`src/rtl/uftx_pkg.sv`:
```
package uftx_pkg;

    localparam int CTRL_W = 7;
    localparam int BRK_BIT = 6;
    localparam logic [CTRL_W-1:0] CTRL_RESET = 7'h03;

    typedef enum logic [2:0] {
        PH_IDLE   = 3'd0,
        PH_START  = 3'd1,
        PH_DATA   = 3'd2,
        PH_PARITY = 3'd3,
        PH_STOP   = 3'd4
    } phase_e;

    typedef enum logic [1:0] {
        PAR_ODD   = 2'd0,
        PAR_EVEN  = 2'd1,
        PAR_MARK  = 2'd2,
        PAR_SPACE = 2'd3
    } par_mode_e;

    typedef struct packed {
        par_mode_e  par_mode;
        logic       par_en;
        logic       two_stop;
        logic [1:0] len_m5;
    } fmt_t;

    function automatic fmt_t fmt_decode(input logic [CTRL_W-1:0] v);
        fmt_t f;
        f.len_m5   = v[1:0];
        f.two_stop = v[2];
        f.par_en   = v[3];
        f.par_mode = par_mode_e'(v[5:4]);
        return f;
    endfunction

    function automatic logic [3:0] data_count(input logic [1:0] len_m5);
        return 4'(len_m5) + 4'd5;
    endfunction

    function automatic logic parity_out(input par_mode_e m, input logic ones_xor);
        logic p;
        unique case (m)
            PAR_ODD:   p = ~ones_xor;
            PAR_EVEN:  p = ones_xor;
            PAR_MARK:  p = 1'b1;
            default:   p = 1'b0;
        endcase
        return p;
    endfunction

endpackage

```
`src/rtl/uftx_ctrl_reg.sv`:
```
module uftx_ctrl_reg
    import uftx_pkg::*;
(
    input  logic              clk,
    input  logic              rst,
    input  logic              we,
    input  logic [CTRL_W-1:0] wdata,
    output logic [CTRL_W-1:0] q
);
    always_ff @(posedge clk) begin
        if (rst)
            q <= CTRL_RESET;
        else if (we)
            q <= wdata;
    end
endmodule

```
`src/rtl/uftx_bit_timer.sv`:
```
module uftx_bit_timer #(
    parameter int OVERSAMPLE = 16
) (
    input  logic clk,
    input  logic rst,
    input  logic restart,
    input  logic run,
    input  logic tick,
    output logic bit_done
);
    localparam int CW = (OVERSAMPLE > 2) ? $clog2(OVERSAMPLE) : 1;
    localparam logic [CW-1:0] LAST = CW'(OVERSAMPLE - 1);

    logic [CW-1:0] cnt_q;

    always_ff @(posedge clk) begin
        if (rst || restart || !run)
            cnt_q <= '0;
        else if (tick)
            cnt_q <= (cnt_q == LAST) ? '0 : cnt_q + 1'b1;
    end

    assign bit_done = run && tick && (cnt_q == LAST);
endmodule

```
`src/rtl/uftx_shifter.sv`:
```
module uftx_shifter
    import uftx_pkg::*;
#(
    parameter int DATA_W = 8
) (
    input  logic              clk,
    input  logic              rst,
    input  logic              load,
    input  logic [DATA_W-1:0] data_in,
    input  fmt_t              fmt_in,
    input  logic              shift,
    output logic              lsb,
    output logic              par_bit
);
    logic [DATA_W-1:0] keep;
    logic [DATA_W-1:0] sh_q;
    logic              par_q;
    logic [3:0]        nbits;

    assign nbits = data_count(fmt_in.len_m5);

    for (genvar i = 0; i < DATA_W; i++) begin : g_mask
        assign keep[i] = (32'(i) < 32'(nbits));
    end

    always_ff @(posedge clk) begin
        if (rst) begin
            sh_q  <= '0;
            par_q <= 1'b0;
        end else if (load) begin
            sh_q  <= data_in & keep;
            par_q <= parity_out(fmt_in.par_mode, ^(data_in & keep));
        end else if (shift) begin
            sh_q  <= sh_q >> 1;
        end
    end

    assign lsb     = sh_q[0];
    assign par_bit = par_q;
endmodule

```
`src/rtl/uftx_sequencer.sv`:
```
module uftx_sequencer
    import uftx_pkg::*;
#(
    parameter int DATA_W = 8
) (
    input  logic   clk,
    input  logic   rst,
    input  logic   accept,
    input  fmt_t   fmt_in,
    input  logic   bit_done,
    output phase_e phase,
    output logic   shift
);
    localparam int IW = $clog2(DATA_W + 1);

    phase_e        phase_q;
    fmt_t          fmt_q;
    logic [IW-1:0] idx_q;
    logic          stop2_q;
    logic [3:0]    last_idx;

    assign last_idx = data_count(fmt_q.len_m5) - 4'd1;
    assign shift    = bit_done && (phase_q == PH_DATA);
    assign phase    = phase_q;

    always_ff @(posedge clk) begin
        if (rst) begin
            phase_q <= PH_IDLE;
            fmt_q   <= fmt_decode(CTRL_RESET);
            idx_q   <= '0;
            stop2_q <= 1'b0;
        end else if (accept) begin
            phase_q <= PH_START;
            fmt_q   <= fmt_in;
            idx_q   <= '0;
            stop2_q <= 1'b0;
        end else if (bit_done) begin
            unique case (phase_q)
                PH_START: phase_q <= PH_DATA;
                PH_DATA: begin
                    idx_q <= idx_q + 1'b1;
                    if (idx_q == IW'(last_idx))
                        phase_q <= fmt_q.par_en ? PH_PARITY : PH_STOP;
                end
                PH_PARITY: phase_q <= PH_STOP;
                PH_STOP: begin
                    if (fmt_q.two_stop && !stop2_q)
                        stop2_q <= 1'b1;
                    else
                        phase_q <= PH_IDLE;
                end
                default: phase_q <= PH_IDLE;
            endcase
        end
    end
endmodule

```
`src/rtl/uart_frame_tx.sv`:
```
module uart_frame_tx
    import uftx_pkg::*;
#(
    parameter int DATA_W     = 8,
    parameter int OVERSAMPLE = 16
) (
    input  logic              clk,
    input  logic              rst,
    input  logic              tick16,
    input  logic              ctrl_we,
    input  logic [CTRL_W-1:0] ctrl_wdata,
    input  logic [DATA_W-1:0] char_data,
    input  logic              char_valid,
    output logic              char_ready,
    output logic              txd,
    output logic              busy
);
    logic [CTRL_W-1:0] ctrl_q;
    phase_e            phase;
    logic              accept, bit_done, shift, lsb, par_bit, line_bit;
    fmt_t              fmt_now;

    assign fmt_now    = fmt_decode(ctrl_q);
    assign busy       = (phase != PH_IDLE);
    assign char_ready = !busy;
    assign accept     = char_valid && char_ready;

    uftx_ctrl_reg u_ctrl (
        .clk(clk), .rst(rst), .we(ctrl_we), .wdata(ctrl_wdata), .q(ctrl_q)
    );

    uftx_bit_timer #(.OVERSAMPLE(OVERSAMPLE)) u_timer (
        .clk(clk), .rst(rst), .restart(accept), .run(busy),
        .tick(tick16), .bit_done(bit_done)
    );

    uftx_shifter #(.DATA_W(DATA_W)) u_shift (
        .clk(clk), .rst(rst), .load(accept), .data_in(char_data),
        .fmt_in(fmt_now), .shift(shift), .lsb(lsb), .par_bit(par_bit)
    );

    uftx_sequencer #(.DATA_W(DATA_W)) u_seq (
        .clk(clk), .rst(rst), .accept(accept), .fmt_in(fmt_now),
        .bit_done(bit_done), .phase(phase), .shift(shift)
    );

    always_comb begin
        unique case (phase)
            PH_START:  line_bit = 1'b0;
            PH_DATA:   line_bit = lsb;
            PH_PARITY: line_bit = par_bit;
            default:   line_bit = 1'b1;
        endcase
    end

    assign txd = ctrl_q[BRK_BIT] ? 1'b0 : line_bit;
endmodule

```
`config.mk`:
```
export PLATFORM = sky130hd
export DESIGN_NAME = uart_frame_tx
export DESIGN_NICKNAME = d
export VERILOG_FILES = /design/src/rtl/uftx_pkg.sv /design/src/rtl/uftx_ctrl_reg.sv /design/src/rtl/uftx_bit_timer.sv /design/src/rtl/uftx_shifter.sv /design/src/rtl/uftx_sequencer.sv /design/src/rtl/uart_frame_tx.sv
export SDC_FILE = /design/constraint.sdc
export NUM_CORES = 1
export LEC_CHECK = 0
export ABC_AREA = 1
export BUFFER_PORTS_ARGS = -buffer_cell sky130_fd_sc_hd__buf_2
export CELL_PAD_IN_SITES_DETAIL_PLACEMENT = 1
export CELL_PAD_IN_SITES_GLOBAL_PLACEMENT = 1
export CORE_MARGIN = 8
export CORE_UTILIZATION = 43
export CTS_CLUSTER_DIAMETER = 80
export CTS_CLUSTER_SIZE = 30
export DETAILED_ROUTE_END_ITERATION = 10
export PLACE_DENSITY_LB_ADDON = 0.12
export SLEW_MARGIN = 40
export SYNTH_ARGS = -nofsm -noshare
export SYNTH_HDL_FRONTEND = slang
export SYNTH_HIERARCHICAL = 1
export SYNTH_SLANG_ARGS = --single-unit
```
`constraint.sdc`:
```
create_clock -name clk -period 2.9 [get_ports clk]
set_input_delay 0.435 -clock clk [delete_from_list [all_inputs] [get_ports clk]]
set_output_delay 0.435 -clock clk [all_outputs]
set_load 0.05 [all_outputs]
```
After elaboration in Yosys (flattened, before gate mapping)
Index checks and enable logic that the tools add are counted.
{ "totals": {"regBits": 32, "inputBits": 20, "word_cells": 69} }
{ "classes": {"addsub": 5, "magnitude_cmp": 8, "n_eq_ne": 12, "mux": 12, "bitwise_logic": 2, "reduce_logical": 19} }
{ "op_table": {"columns": ["op", "n"], "rows": [
  ["3-bit by 4-bit < comparator with 1-bit output (first input constant)", 4],
  ["8-bit two-way mux", 2],
  ["3-bit case mux with 4 select lines", 1],
  ["3-bit two-way mux", 3],
  ["3-bit AND reduction", 3],
  ["2-bit by 3-bit adder with 4-bit output (second input constant)", 2],
  ["4-bit by 1-bit adder with 4-bit output (second input constant)", 2],
  ["8-bit bitwise AND", 1],
  ["1-bit by 4-bit < comparator with 1-bit output (first input constant)", 2],
  ["2-bit by 4-bit < comparator with 1-bit output (first input constant)", 2],
  ["8-bit parity", 1],
  ["3-bit by 2-bit == test with 1-bit output (second input constant)", 2],
  ["3-bit inequality test (second input constant)", 2],
  ["1-bit case mux with 3 select lines", 2],
  ["1-bit logical AND", 5],
  ["4-bit == test", 1],
  ["4-bit == test (second input constant)", 1],
  ["4-bit two-way mux", 1],
  ["2-bit inequality test (second input constant)", 2],
  ["2-bit nonzero test", 2],
  ["4-bit by 1-bit subtractor with 4-bit output (second input constant)", 1],
  ["3-bit by 1-bit == test with 1-bit output (second input constant)", 1],
  ["3-bit == test (second input constant)", 1],
  ["1-bit two-way mux", 3],
  ["9 further kinds", 11]
]} }

Longest topological paths before layout
{ "depth": {"depth_word": 7, "ltp_mapped": 12, "mapped_depth_nobuf": 12} }

By module
The synthesis kept the hierarchy.
{ "modules_own_cells": {"columns": ["module", "instances", "cells_per_inst", "area_each_um2", "seq_area_each_um2"], "rows": [
  ["uftx_sequencer", 1, 89, 635.6, 240.2],
  ["uftx_shifter", 1, 84, 543.0, 180.2],
  ["uftx_ctrl_reg", 1, 41, 277.8, 140.1],
  ["uftx_bit_timer", 1, 27, 196.4, 80.1],
  ["uart_frame_tx", 1, 13, 60.1, 0.0]
]} }

Worst setup path before layout
No wires, ideal clock.
{ "synth_timing": {"kind": "flip-flop to flip-flop", "startpoint": "register u_seq.phase_q[0], in the netlist u_seq/phase[0]", "endpoint": "register u_shift.sh_q[0]", "setup_time_ps": 125, "arrival_ps": 2430, "slack_ps": 345, "path_stages_with_launch": 10, "path_buffers": 0, "period_less_slack_ps": 2555, "cell_sequence": "dfxtp_1 > nor3_2 > inv_2 > nor3b_1 > nand2_4 > inv_2 > nor2_1 > inv_1 > o221ai_1 > a31oi_1"} }
{ "synth_via": {"elab_cells_between_ends": 9, "cone_classes": "eq/ne: 1; mux: 1; reduce/logical: 7"} }
{ "synth_rtl": {"columns": ["element", "line", "rtl"], "rows": [
  ["start: declaration", "uftx_sequencer.sv:16", "phase_e phase_q;"],
  ["start signal: assignment", "uftx_sequencer.sv:43", "phase_q <= fmt_q.par_en ? PH_PARITY : PH_STOP;"],
  ["3-bit nonzero test *", "uart_frame_tx.sv:24", "assign busy = (phase != PH_IDLE);"],
  ["1-bit zero test *", "uart_frame_tx.sv:25", "assign char_ready = !busy;"],
  ["named net char_ready", "uart_frame_tx.sv:14", "output logic char_ready,"],
  ["1-bit logical AND *", "uart_frame_tx.sv:26", "assign accept = char_valid && char_ready;"],
  ["8-bit two-way mux or 2-bit nonzero test (tied branches)", null, null],
  ["end signal: assignment", "uftx_shifter.sv:31", "sh_q <= data_in & keep;"],
  ["end signal: assignment", "uftx_shifter.sv:34", "sh_q <= sh_q >> 1;"],
  ["end: declaration", "uftx_shifter.sv:16", "logic [DATA_W-1:0] sh_q;"]
]} }
Mark *: on every way through the listed nets, which the timed path passes. The rest lies on a longest branch.
A chain may end at the register's enable or synchronous reset.

Final worst setup path
{ "layout_timing": {"startpoint": "register u_seq.phase_q[0], in the netlist u_seq/phase[0]", "endpoint": "register u_shift.sh_q[0]"} }
{ "layout_via": {"elab_chain_cells": 5, "elab_cells_between_ends": 9, "cone_classes": "eq/ne: 1; mux: 1; reduce/logical: 7"} }
{ "layout_lines": {"columns": ["element", "line", "rtl"], "rows": [
  ["3-bit nonzero test", "uart_frame_tx.sv:24", null],
  ["1-bit logical AND (2 in a row)", "uftx_bit_timer.sv:23", "assign bit_done = run && tick && (cnt_q == LAST);"],
  ["named net bit_done", "uart_frame_tx.sv:20", "logic accept, bit_done, shift, lsb, par_bit, line_bit;"],
  ["1-bit logical AND", "uftx_sequencer.sv:23", "assign shift = bit_done && (phase_q == PH_DATA);"],
  ["named net shift", "uart_frame_tx.sv:20", null],
  ["2-bit nonzero test (no source line)", null, null]
]} }
The timed path passes the listed nets, and every way through them passes these cells.

==> reports/results.tsv <==
stage	metric	value	unit
run_status	status	completed	
logic_synthesis	async_flop_share	0	%
logic_synthesis	synth.cells.most_frequent	nand2_1 (64), inv_1 (36), nor2_1 (33), dfxtp_1 (32), nand3_1 (20)	
logic_synthesis	synth_cell_types	33	
global_routing	grt_antenna_before_repair	0	
clock_tree	post_cts_resized	0	
sta	fin_crit	2.18	ns
pwr	p_per_area	548	mW/mm²
drt	drcViolationCount	0	
sta	tightest_slew	0.622	ns
drt	drt_iter0_markers	35	
drt	num_vias	1630	
worst_setup_path	slowest_delay	0.52	ns
logic_synthesis	synthCells	254	
final_layout	instances_no_fill	333	
logic_synthesis	synth_top_cell_by_area	dfxtp_1	
clock_tree	htreeDepth	2	
global_routing	grt_pass1_wl	7220	µm
drt	wl_per_cell	12.5	µm
worst_setup_path	worstPathArrival	2.39	ns
global_routing	globalRouteTotalUtil	14.4	%
logic_synthesis	seq_area_frac_synth	37.4	%
worst_setup_path	worst-path-buf-inv	3	
logic_synthesis	synth_nets	276	
clock_tree	cts-buffers-inserted	5	
flow_run	cap_violations	0	
sta	hold_viol_final	0	
clock_tree	clkTransAtPathRegs	0.07	ns
pwr	total_power	1100	µW
logic_synthesis	synth_area	0.00171	mm²
clock_tree	cts_tree	yes	
sta	maxSlewHeadroom	58.5	%
placement	port_buffers	22	
pwr	vdd_drop_max	0.272	mV
worst_setup_path	worst_setup_path_end_kind	register	
worst_setup_path	cp_slowest_cell	nor3b_1	
final_layout	drive_gt1_share	17.0	%
logic_synthesis	synth_seq_cells	32	
global_routing	grt.overflow.total	0	
logic_synthesis	yosysMostFrequentCell	nand2_1	
worst_setup_path	crit_top_cell	inv_2	
placement	place_inst	325	
placement	place_hpwl	3220	µm
worst_setup_path	cp.required	3.12	ns
global_routing	grt_max_degree	15	
clock_tree	clkLatencyLatePin	0.29	ns
final_layout	fill_cells	553	
clock_tree	cts_setup_buffers	0	
floorplan	start_util	43.8	%
floorplan	die_w	79.1	µm
logic_synthesis	synth_edf_count	0	
sta	fin_skew	0.00665	ns
floorplan	die_area	0.00626	mm²
drt	wirelength	4150	µm
worst_setup_path	cp_max_fo	8	
sta	setup_viol	0	
logic_synthesis	synthFlopType	dfxtp_1	
logic_synthesis	avgSynthCellArea	6.74	µm²
floorplan	rows	23	
worst_setup_path	critPathTopFamily	simple AND/OR/NAND/NOR gates	
sta	finalCritPeriodShare	75.1	%
logic_synthesis	synthTopCellsByArea	dfxtp_1 (37%), nand2_1 (14%), inv_1 (7.9%)	
worst_setup_path	crit_type	reg2reg	
final_layout	fin_nets	304	
sta	fmax	0.459	GHz
logic_synthesis	yosysTopAreaCellShare	37.4	%
clock_tree	clock_sinks	32	
worst_hold_path	hold_class	in2reg	
worst_setup_path	path_cells	nor3_2 > inv_2 > nor3b_1 > nand2_4 > inv_2 > nor2_1 > inv_1 > o221ai_1 > a31oi_1	
clock_tree	cts.path.max_buffers	2	
worst_hold_path	whs_path_depth	3	
floorplan	coreArea	0.00391	mm²
floorplan	io_pins	23	
final_layout	antenna_cells	0	
floorplan	die_y	79.1	µm
global_routing	grt_pass1_vias	1735	
sta	tns	0	ns
drt	dr.pass1.iters	4	
sta	grt_setup_unrepaired	false	
drt	postRouteAntennaNets	0	
final_layout	area_delta_synth_final	16.9	%
pwr	p_leak	0.000942	µW
worst_setup_path	cp.depth	9	
drt	viasPerCell	4.89	
logic_synthesis	yosys_warnings	6	
worst_setup_path	crit_path_start_kind	register	
sta	drv_slew	0	
worst_setup_path	rr_worst_depth	9	
placement	gp_congestion	0.803	
worst_setup_path	reg2reg_slack	0.72	ns
clock_tree	root_buffer	clkbuf_8	
clock_tree	ctsHoldBuffers	0	
[power by group]
part | switching, µW | total (µW) | internal (µW)
logic | 95.2 | 148 | 53.0
registers | 16.5 | 478 | 462
clock network | 168 | 472 | 303
[final timing paths]
check | startpoint | endpoint
hold / removal | ctrl_wdata[1] | u_ctrl/q[1]
setup reg to reg | u_seq/phase[0] | u_shift/sh_q[0]
setup / recovery | u_seq/phase[0] | u_shift/sh_q[0]
hold reg to reg | u_seq/idx_q[3] | u_seq/idx_q[3]
[routing by layer]
| metal | up-vias | wire, µm | global-route usage (%) | share of wire (%) |
|---|---|---|---|---|
| li1 | 865 | - | - | - |
| met1 | 738 | 1950 | 16.3 | 47 |
| met2 | 19 | 1960 | 24.2 | 47 |
| met3 | 8 | 147 | 3.72 | 3.5 |
| met4 | 0 | 87 | 7.22 | 2.1 |
| met5 | - | 0 | 0 | 0 |
[stage by stage]
step	instance area [µm²]	worst slack [ns]	util [%]	hold WS [ns]
after detailed placement	1880	0.746	48.0	0.460
after floorplan	1710	0.345	-	0.428
after global routing	2000	0.428	51.2	0.379
final	2000	0.723	51.2	0.363
after CTS	2000	0.698	51.2	0.351
after global placement	1880	0.805	48.0	0.444
[cell usage in the layout (no fill, tap or decap), types with 4 or more instances in the layout]
master / Yosys / final
nand2_1: 64 / 64
inv_1: 36 / 36
nor2_1: 33 / 33
dfxtp_1: 32 / 32
buf_2: 1 / 22
nand3_1: 20 / 20
a21oi_1: 14 / 14
clkbuf_8: 0 / 7
o21ai_0: 5 / 5
nor3_1: 5 / 5
inv_2: 4 / 4
o21ai_1: 4 / 4
[cell type report]
class	count	area [µm²]	area share [%]
Multi-Input combinational cell	179	902	45.0
Inverter	41	154	7.68
Tap cell	50	62.6	3.12
Timing Repair Buffer	23	118	5.87
Clock inverter	1	30.0	1.50
Sequential cell	32	641	32.0
Clock buffer	7	96.3	4.81
[cell families (layout without fill, tap and decap cells)]
kind of cell,count (synthesis),count (layout),synth area share (%)
compound gates,35,35,12.3
simple gates,136,136,35.7
mux,1,1,0.584
xor+xnor,5,5,2.56
flops,32,32,37.4
fa+ha+maj,2,2,1.46
buf+inv,43,72,9.93
[sequential cells by signal, indices dropped and copies added (netlist names)]
register,cells
u_timer/cnt_q,4
u_seq/phase,3
u_shift/par_bit,1
u_seq/idx_q,4
u_shift/sh_q,8
u_seq/stop2_q,1
u_ctrl/q,7
u_seq/fmt_q,4
[worst register-to-register path, stage by stage (launching register included)]
cell	delay (ns)
dfxtp_1	0.51
nor3_2	0.10
inv_2	0.09
nor3b_1	0.52
nand2_4	0.14
inv_2	0.15
nor2_1	0.12
inv_1	0.20
o221ai_1	0.14
a31oi_1	0.15
(Power assumes the default switching activity.)
